File: src/rtl/gf4096_pkg.sv
package gf4096_pkg;
  localparam int              GF_HALF_W = 6;
  localparam logic [6:0]      GF_POLY   = 7'h43;  // x^6+x+1
  localparam logic [5:0]      GF_EXT_C  = 6'h21;  // extension constant
endpackage

File: src/rtl/gf_sub_mul.sv
// Combinational GF(2^W) multiply, shift-and-add unrolled over W steps.
module gf_sub_mul #(
  parameter int         W    = 6,
  parameter logic [W:0] POLY = 7'h43
) (
  input  logic [W-1:0] x_i,
  input  logic [W-1:0] y_i,
  output logic [W-1:0] z_o
);
  logic [W-1:0] acc [W+1];
  logic [W-1:0] mc  [W+1];

  assign acc[0] = '0;
  assign mc[0]  = y_i;

  for (genvar i = 0; i < W; i++) begin : g_step
    logic [W:0] sh;
    assign sh        = {mc[i], 1'b0};
    assign mc[i+1]   = sh[W] ? (sh[W-1:0] ^ POLY[W-1:0]) : sh[W-1:0];
    assign acc[i+1]  = acc[i] ^ (x_i[i] ? mc[i] : '0);
  end

  assign z_o = acc[W];
endmodule

File: src/rtl/gf_tower_mul.sv
// GF((2^W)^2) multiply: Karatsuba cross term plus constant-scaled high product.
module gf_tower_mul #(
  parameter int         W     = 6,
  parameter logic [W:0] POLY  = 7'h43,
  parameter logic [W-1:0] EXT_C = 6'h21
) (
  input  logic [2*W-1:0] x_i,
  input  logic [2*W-1:0] y_i,
  output logic [2*W-1:0] z_o
);
  logic [W-1:0] xh, xl, yh, yl;
  logic [W-1:0] p_cross, p_low, p_high, p_ext;

  assign xh = x_i[2*W-1:W];
  assign xl = x_i[W-1:0];
  assign yh = y_i[2*W-1:W];
  assign yl = y_i[W-1:0];

  gf_sub_mul #(.W(W), .POLY(POLY)) u_cross (.x_i(xh ^ xl), .y_i(yh ^ yl), .z_o(p_cross));
  gf_sub_mul #(.W(W), .POLY(POLY)) u_low   (.x_i(xl),      .y_i(yl),      .z_o(p_low));
  gf_sub_mul #(.W(W), .POLY(POLY)) u_high  (.x_i(xh),      .y_i(yh),      .z_o(p_high));
  gf_sub_mul #(.W(W), .POLY(POLY)) u_ext   (.x_i(p_high),  .y_i(EXT_C),   .z_o(p_ext));

  assign z_o = {p_cross ^ p_low, p_ext ^ p_low};
endmodule

File: src/rtl/gf4096_mul.sv
module gf4096_mul
  import gf4096_pkg::*;
#(
  parameter bit                 PIPE   = 1'b0,
  parameter int                 HALF_W = GF_HALF_W,
  parameter logic [HALF_W:0]    POLY   = GF_POLY,
  parameter logic [HALF_W-1:0]  EXT_C  = GF_EXT_C
) (
  input  logic                  clk_i,
  input  logic                  rst_ni,
  input  logic                  valid_i,
  input  logic [2*HALF_W-1:0]   a_i,
  input  logic [2*HALF_W-1:0]   b_i,
  output logic                  valid_o,
  output logic [2*HALF_W-1:0]   prod_o
);
  localparam int SYM_W = 2 * HALF_W;

  logic [SYM_W-1:0] mul_a, mul_b, mul_z;
  logic             mul_v;

  if (PIPE) begin : g_pipe
    logic [SYM_W-1:0] a_q, b_q;
    logic             v_q;
    always_ff @(posedge clk_i or negedge rst_ni) begin
      if (!rst_ni) begin
        a_q <= '0;
        b_q <= '0;
        v_q <= 1'b0;
      end else begin
        v_q <= valid_i;
        if (valid_i) begin
          a_q <= a_i;
          b_q <= b_i;
        end
      end
    end
    assign mul_a = a_q;
    assign mul_b = b_q;
    assign mul_v = v_q;
  end else begin : g_flat
    assign mul_a = a_i;
    assign mul_b = b_i;
    assign mul_v = valid_i;
  end

  gf_tower_mul #(.W(HALF_W), .POLY(POLY), .EXT_C(EXT_C)) u_tower (
    .x_i(mul_a),
    .y_i(mul_b),
    .z_o(mul_z)
  );

  always_ff @(posedge clk_i or negedge rst_ni) begin
    if (!rst_ni) begin
      valid_o <= 1'b0;
      prod_o  <= '0;
    end else begin
      valid_o <= mul_v;
      if (mul_v) prod_o <= mul_z;
    end
  end
endmodule

File: config.mk
export PLATFORM = sky130hd
export DESIGN_NAME = gf4096_mul
export DESIGN_NICKNAME = d
export VERILOG_FILES = /design/src/rtl/gf4096_pkg.sv /design/src/rtl/gf_sub_mul.sv /design/src/rtl/gf_tower_mul.sv /design/src/rtl/gf4096_mul.sv
export SDC_FILE = /design/constraint.sdc
export NUM_CORES = 1
export LEC_CHECK = 0
export BUFFER_PORTS_ARGS = -buffer_cell sky130_fd_sc_hd__buf_2
export CAP_MARGIN = 20
export CORE_ASPECT_RATIO = 1.1
export CORE_MARGIN = 5
export CORE_UTILIZATION = 46
export DETAILED_ROUTE_END_ITERATION = 8
export PLACE_DENSITY = 0.67
export SYNTH_ARGS = -nofsm -noshare
export SYNTH_HDL_FRONTEND = slang
export SYNTH_SLANG_ARGS = --single-unit
File: constraint.sdc
create_clock -name clk_i -period 0.9 [get_ports clk_i]
set_input_delay 0.18 -clock clk_i [delete_from_list [all_inputs] [get_ports clk_i]]
set_output_delay 0.18 -clock clk_i [all_outputs]
set_load 0.05 [all_outputs]
# == Yosys cells after proc, flatten, opt, wreduce, memory -nomap -nowiden ==
# Cells that the tools add are included.
# totals
register_bits,13
elab_cells,80
input_bits,27
output_inout_bits,13
# classes
n_bitwise,39
muxes,39
# op_table
cell,n
6-bit XOR,20
6-bit 2-to-1 mux,19
2-bit 2-to-1 mux,16
2-bit NOT,15
6-bit by 1-bit XOR with 6-bit output,1
6-bit by 2-bit XOR with 6-bit output,1
6-bit by 3-bit XOR with 6-bit output,1
6-bit by 4-bit XOR with 6-bit output,1
5-bit 2-to-1 mux,1
4-bit 2-to-1 mux,1
3-bit 2-to-1 mux,1
1-bit 2-to-1 mux,1

# == Depth between registers and ports, before layout ==
# depth
depth_word,19
mapped_depth,8
ltp_nobuf,7

# == By module ==
# Synthesis repeated with hierarchy kept, for this count alone.
# hier_totals
hier_cells,444
hier_area_um2,3264.4
# modules_own_cells
mod,n_inst,seq_area_each_um2,area_per_inst_um2,cells_each
gf_sub_mul,4,0.0,634.4,98
gf4096_mul,1,325.3,509.2,26
gf_tower_mul,1,0.0,217.7,26

# == Worst setup path before layout ==
# Ideal clock, no wire load.
# synth_path
path_kind,input port to flip-flop
from,input a_i[4]
to,register prod_o[7]
n_path_buf,1
arrival_time_ns,1.784
stages,8
setup_ns,0.077
t_required_ns,0.823
setup_slack_ns,-0.961
path_cell_list,buf_2 -> xnor2_1 -> mux2i_1 -> xor2_1 -> nor2_1 -> a21oi_1 -> xnor3_1 -> a21oi_1
# synth_between
elab_chain_len,5
word_cells_on_any_way,8
cone_classes,mux (2); bitwise (6)
# synth_rtl
item,line_no,rtl
from (decl),gf4096_mul.sv:12,"input logic [2*HALF_W-1:0] a_i,"
6-bit XOR,gf_tower_mul.sv:19,"gf_sub_mul #(.W(W), .POLY(POLY)) u_cross (.x_i(xh ^ xl), .y_i(yh ^ yl), .z_o(p_cross));"
6-bit 2-to-1 mux,gf_sub_mul.sv:20,assign acc[i+1] = acc[i] ^ (x_i[i] ? mc[i] : '0);
6-bit XOR (2 in series),gf_sub_mul.sv:20,
6-bit XOR (*),gf_tower_mul.sv:24,"assign z_o = {p_cross ^ p_low, p_ext ^ p_low};"
to (signal assigned),gf4096_mul.sv:59,if (mul_v) prod_o <= mul_z;
to (decl),gf4096_mul.sv:15,output logic [2*HALF_W-1:0] prod_o
# Every way passes the cells marked *; elsewhere a longest branch is shown, timed or not.
# A chain may end at the register's enable or synchronous reset.

# == Worst setup path in the final report ==
# layout_path
from,input b_i[11]
to,register prod_o[7]
# layout_between
elab_chain_len,10
word_cells_on_any_way,12
cone_classes,mux (4); bitwise (8)
# layout_rtl
item,line_no,rtl
from (decl),gf4096_mul.sv:13,"input logic [2*HALF_W-1:0] b_i,"
6-bit XOR (*),gf_tower_mul.sv:19,
2-bit 2-to-1 mux (*),gf_sub_mul.sv:19,assign mc[i+1] = sh[W] ? (sh[W-1:0] ^ POLY[W-1:0]) : sh[W-1:0];
2-bit NOT (no line),-,
2-bit 2-to-1 mux,gf_sub_mul.sv:19,
6-bit 2-to-1 mux,gf_sub_mul.sv:20,
6-bit XOR (*) (4 in series),gf_sub_mul.sv:20,
6-bit XOR (*),gf_tower_mul.sv:24,
# Marks and branches as above.

==> results by stage <==
Floorplan:
- After floorplanning, the core was divided into 28 placement rows.
- The I/O pin total is 40.
- The die outline height is 86.8 um.
- The core region is 5290 um^2.
- The die covers 6920 um^2.
- The effective utilization at floorplan is 46.6%.
- The die extent in x is 79.8 um.

Synthesis:
- The number of distinct library cell variants in the gate-level netlist after synthesis is 30.
- The number of nets handed over by synthesis was 347.
- After synthesis, the cell types taking the most area are sky130_fd_sc_hd__xnor2_1 (28%), sky130_fd_sc_hd__dfrtp_1 (13%), sky130_fd_sc_hd__xor2_1 (8.2%).
- Each instance of the synthesized netlist takes up on average 7.70 um^2.
- The share of synthesized registers carrying an async set or reset is 100%.
- The netlist area before placement is 2460 um^2.
- The share of Yosys cell area claimed by the top area cell type is 27.7%.
- The post-synthesis sequential element count is 13.
- The leading area contributor after synthesis is sky130_fd_sc_hd__xnor2_1.
- The flip-flop cell with the highest count after synthesis is sky130_fd_sc_hd__dfrtp_1.
- The share of synthesized area occupied by flip-flops and latches is 13.2%.
- The number of enable flip-flop cells after synthesis is 0.
- The number of synthesis warnings is 0.
- Synthesis produced 320 cells.

STA:
- The worst max-slew margin expressed relative to the limit is 76.7%.
- The worst path uses 188% of the clock period.
- The fmax is 591 MHz.
- Setup repair after global routing could not meet its margin everywhere.
- Setup violations remaining at the end of the flow were counted as 25.
- The number of max-slew violations in the final report was 0.
- After layout, the worst setup slack is -792 ps.
- Clock skew on the completed layout was measured at 0 ps.
- The hold violation total from the final report is 0.
- The transition time at the pin with the least slew margin is 347 ps.
- The worst path in the final design needs a cycle of 1690 ps, including I/O delays and setup.

Routing:
- The post-route antenna net violation count is 0.
- The post-detailed-routing wire length is 8920 um.
- After detailed routing, the average wire length per cell comes to 17.4 um.
- The detailed router placed 2678 vias in this run.
- The initial detailed-routing violation count is 110.
- The average vias per placed instance is 5.23.
- After detailed routing, the number of remaining DRC violations is 0.
- The first detailed-routing pass took 4 iterations.

Layout:
- Leaving out fill and tap cells, the most frequent cell in the layout is sky130_fd_sc_hd__buf_4.
- The relative area change from synthesis to final layout is 77.0%.
- The final layout contains 465 nets.
- At the end of the flow the core is filled with cells to 82.5%.
- The number of antenna diodes in the final layout is 0.
- The area used by sequential logic in the layout is 325 um^2.
- In the final layout, the share of cells above drive strength 1 is 54.0%.
- Summing all multi-input logic gate instances after layout gives 2610 um^2.
- Counting the fill cells in the layout gives 269.
- The top cell types in the final layout, fill and taps aside, are sky130_fd_sc_hd__buf_4 (79), sky130_fd_sc_hd__xnor2_1 (45), sky130_fd_sc_hd__nor2_1 (42), sky130_fd_sc_hd__buf_6 (40), sky130_fd_sc_hd__nand2_1 (37).
- The count of placed standard cells in the final layout, fillers left out is 512.

Critical path:
- The largest individual stage delay along the critical path comes from the cell sky130_fd_sc_hd__xnor2_4.
- The startpoint identified for the worst register-to-register timing path is prod_o[10].
- At the worst endpoint, the required time is 1060 ps.
- The critical path launch point type is a primary input.
- Traced cell by cell, the critical path runs through buf_12 -> xnor2_4 -> xnor2_4 -> buf_4 -> nor2_1 -> xnor2_1 -> xnor2_1 -> xnor3_1 -> a21oi_2.
- Along the worst path, the maximum fanout reaches 3.
- The critical path arrival is 1850 ps.
- The critical setup path kind is in -> reg.
- In this run the critical register-to-register path is captured at prod_o[10].
- Measured in cells, the most critical reg-to-reg path has a length of 2.
- The largest incremental delay on the critical path is 320 ps.
- The endpoint of the most critical setup path is prod_o[7].
- The flop-to-flop setup slack is -10 ps.
- The kind of capture point of the worst setup path is a register.
- The critical path starts at b_i[11].

Placed design:
- The number of I/O port buffers is 39.
- The instance count after placement with tap cells included is 472.
- Routability-driven placement finished with a final weighted congestion of 0.930.
- The estimated wirelength of the detail-placed design is 5440 um.

CTS:
- TritonCTS built the clock tree.
- Counting along the longest clock path gives a buffer depth of 2.
- In this run the number of H-tree levels came out at 1.
- The clock net sink count is 13.
- At the later pin of the worst-skew pair, clock insertion delay measures 230 ps.
- Counting the buffers created by CTS gives 3.
- After clock tree synthesis, the clock-pin slew on the worst setup and hold paths is 50 ps.
- The root buffer cell chosen for the clock tree is sky130_fd_sc_hd__clkbuf_8.

Power:
- The ratio of total power to cell area is 1790 nW/um^2.
- The worst-case IR drop observed on VDD is 0.00179 V.
- The analysis attributes to cell leakage a power of 1.94 nW.

Min path:
- The worst hold path belongs to the class in -> reg.

GRT:
- The largest net degree at the start of global routing is 14.
- Global routing used 22.0% of the available tracks.
- The via count of the first global-routing pass is 2631.
- The first global-routing pass estimated 12100 um of wire.
- The initial antenna violation count is 0.
- The aggregate global routing overflow is 0.

Outcome:
- The run finished, with violations left.
- The checks that failed: setup timing.

Job:
- The max-capacitance violation count is 0.
where the power goes:
group | switching (W) | internal [W] | total [W]
Clock | 0.000189 | 0.000312 | 0.000501
Combinational | 0.00313 | 0.00313 | 0.00626
Sequential | 0.000205 | 0.000861 | 0.00107
Total | 0.00353 | 0.00430 | 0.00783
metal layers:
layer	vias to the layer above	track usage, %	wire, um
met2	106	41.9	4700
met3	36	1.87	376
met5	-	0	0
met1	1292	25.3	3360
met4	0	7.99	479
li1	1244	-	-
repair_timing:
| action | 4_1_cts | 5_1_grt |
|---|---|---|
| hold endpoints to repair | 13 | 0 |
| gates resized for setup | 107 | 61 |
| endpoints found under the setup margin | 25 | 25 |
| cloned | 2 | 0 |
| pin swaps | 62 | 50 |
| hold buffers | 1 | 0 |
| buffers inserted | 22 | 13 |
cell type report:
type,count,area share (%)
multi-input combinational,278,59.8
tap,75,2.15
clock buffer,4,1.03
inverter,3,0.258
timing repair buffer,139,29.3
sequential,13,7.46
per-stage QoR:
stage / instance area (um^2) / setup TNS, ps / hold WS (ps) / total power, W / setup WS, ps
finish: 4360 / -8620 / 185 / 0.00783 / -792
global route: 4360 / -9700 / 180 / 0.00822 / -821
CTS: 3980 / -8030 / 176 / 0.00705 / -705
detailed placement: 3320 / -11250 / 72.2 / 0.00557 / -1030
global placement: 3320 / -10890 / 72.2 / 0.00548 / -1000
floorplan: 2880 / -7040 / -116 / 0.00454 / -766
synth_stat cells, types with 2 or more instances:
| cell type | n |
|---|---|
| sky130_fd_sc_hd__a21oi_1 | 18 |
| sky130_fd_sc_hd__a22oi_1 | 7 |
| sky130_fd_sc_hd__a32oi_1 | 3 |
| sky130_fd_sc_hd__buf_2 | 17 |
| sky130_fd_sc_hd__buf_4 | 2 |
| sky130_fd_sc_hd__buf_6 | 2 |
| sky130_fd_sc_hd__clkbuf_1 | 5 |
| sky130_fd_sc_hd__dfrtp_1 | 13 |
| sky130_fd_sc_hd__inv_1 | 3 |
| sky130_fd_sc_hd__mux2_2 | 7 |
| sky130_fd_sc_hd__mux2i_1 | 7 |
| sky130_fd_sc_hd__nand2_1 | 44 |
| sky130_fd_sc_hd__nand2b_1 | 8 |
| sky130_fd_sc_hd__nand3_1 | 2 |
| sky130_fd_sc_hd__nor2_1 | 51 |
| sky130_fd_sc_hd__nor2b_1 | 3 |
| sky130_fd_sc_hd__o21ai_0 | 7 |
| sky130_fd_sc_hd__xnor2_1 | 78 |
| sky130_fd_sc_hd__xnor2_2 | 8 |
| sky130_fd_sc_hd__xnor3_1 | 3 |
| sky130_fd_sc_hd__xor2_1 | 23 |
logic make-up after synthesis:
| kind of cell | Yosys count | share of synthesized area, % |
|---|---|---|
| simple gates | 111 | 18.5 |
| flops | 13 | 13.2 |
| mux | 14 | 6.04 |
| compound gates | 38 | 9.29 |
| xor+xnor | 115 | 46.8 |
| buf+inv | 29 | 6.19 |
state kept, by name, indices dropped and copies added, names as in the netlist:
signal,count
prod_o,12
valid_o,1
worst min path at each step:
stage,start,to,depth (start not counted)
CTS,valid_i,valid_o,1
floorplan,rst_ni,prod_o[0],0
global route,valid_i,valid_o,1
global placement,rst_ni,prod_o[2],1
finish,valid_i,valid_o,1
detailed placement,rst_ni,prod_o[2],1
critical path, delay by kind of cell:
kind                      cells  cell delay, ps
buffers and inverters         2             270
and+or+nand+nor               1             130
xor gates and xnor gates      5            1110
AOI/OAI and AO/OA             1             150
(Power assumes the default switching activity.)
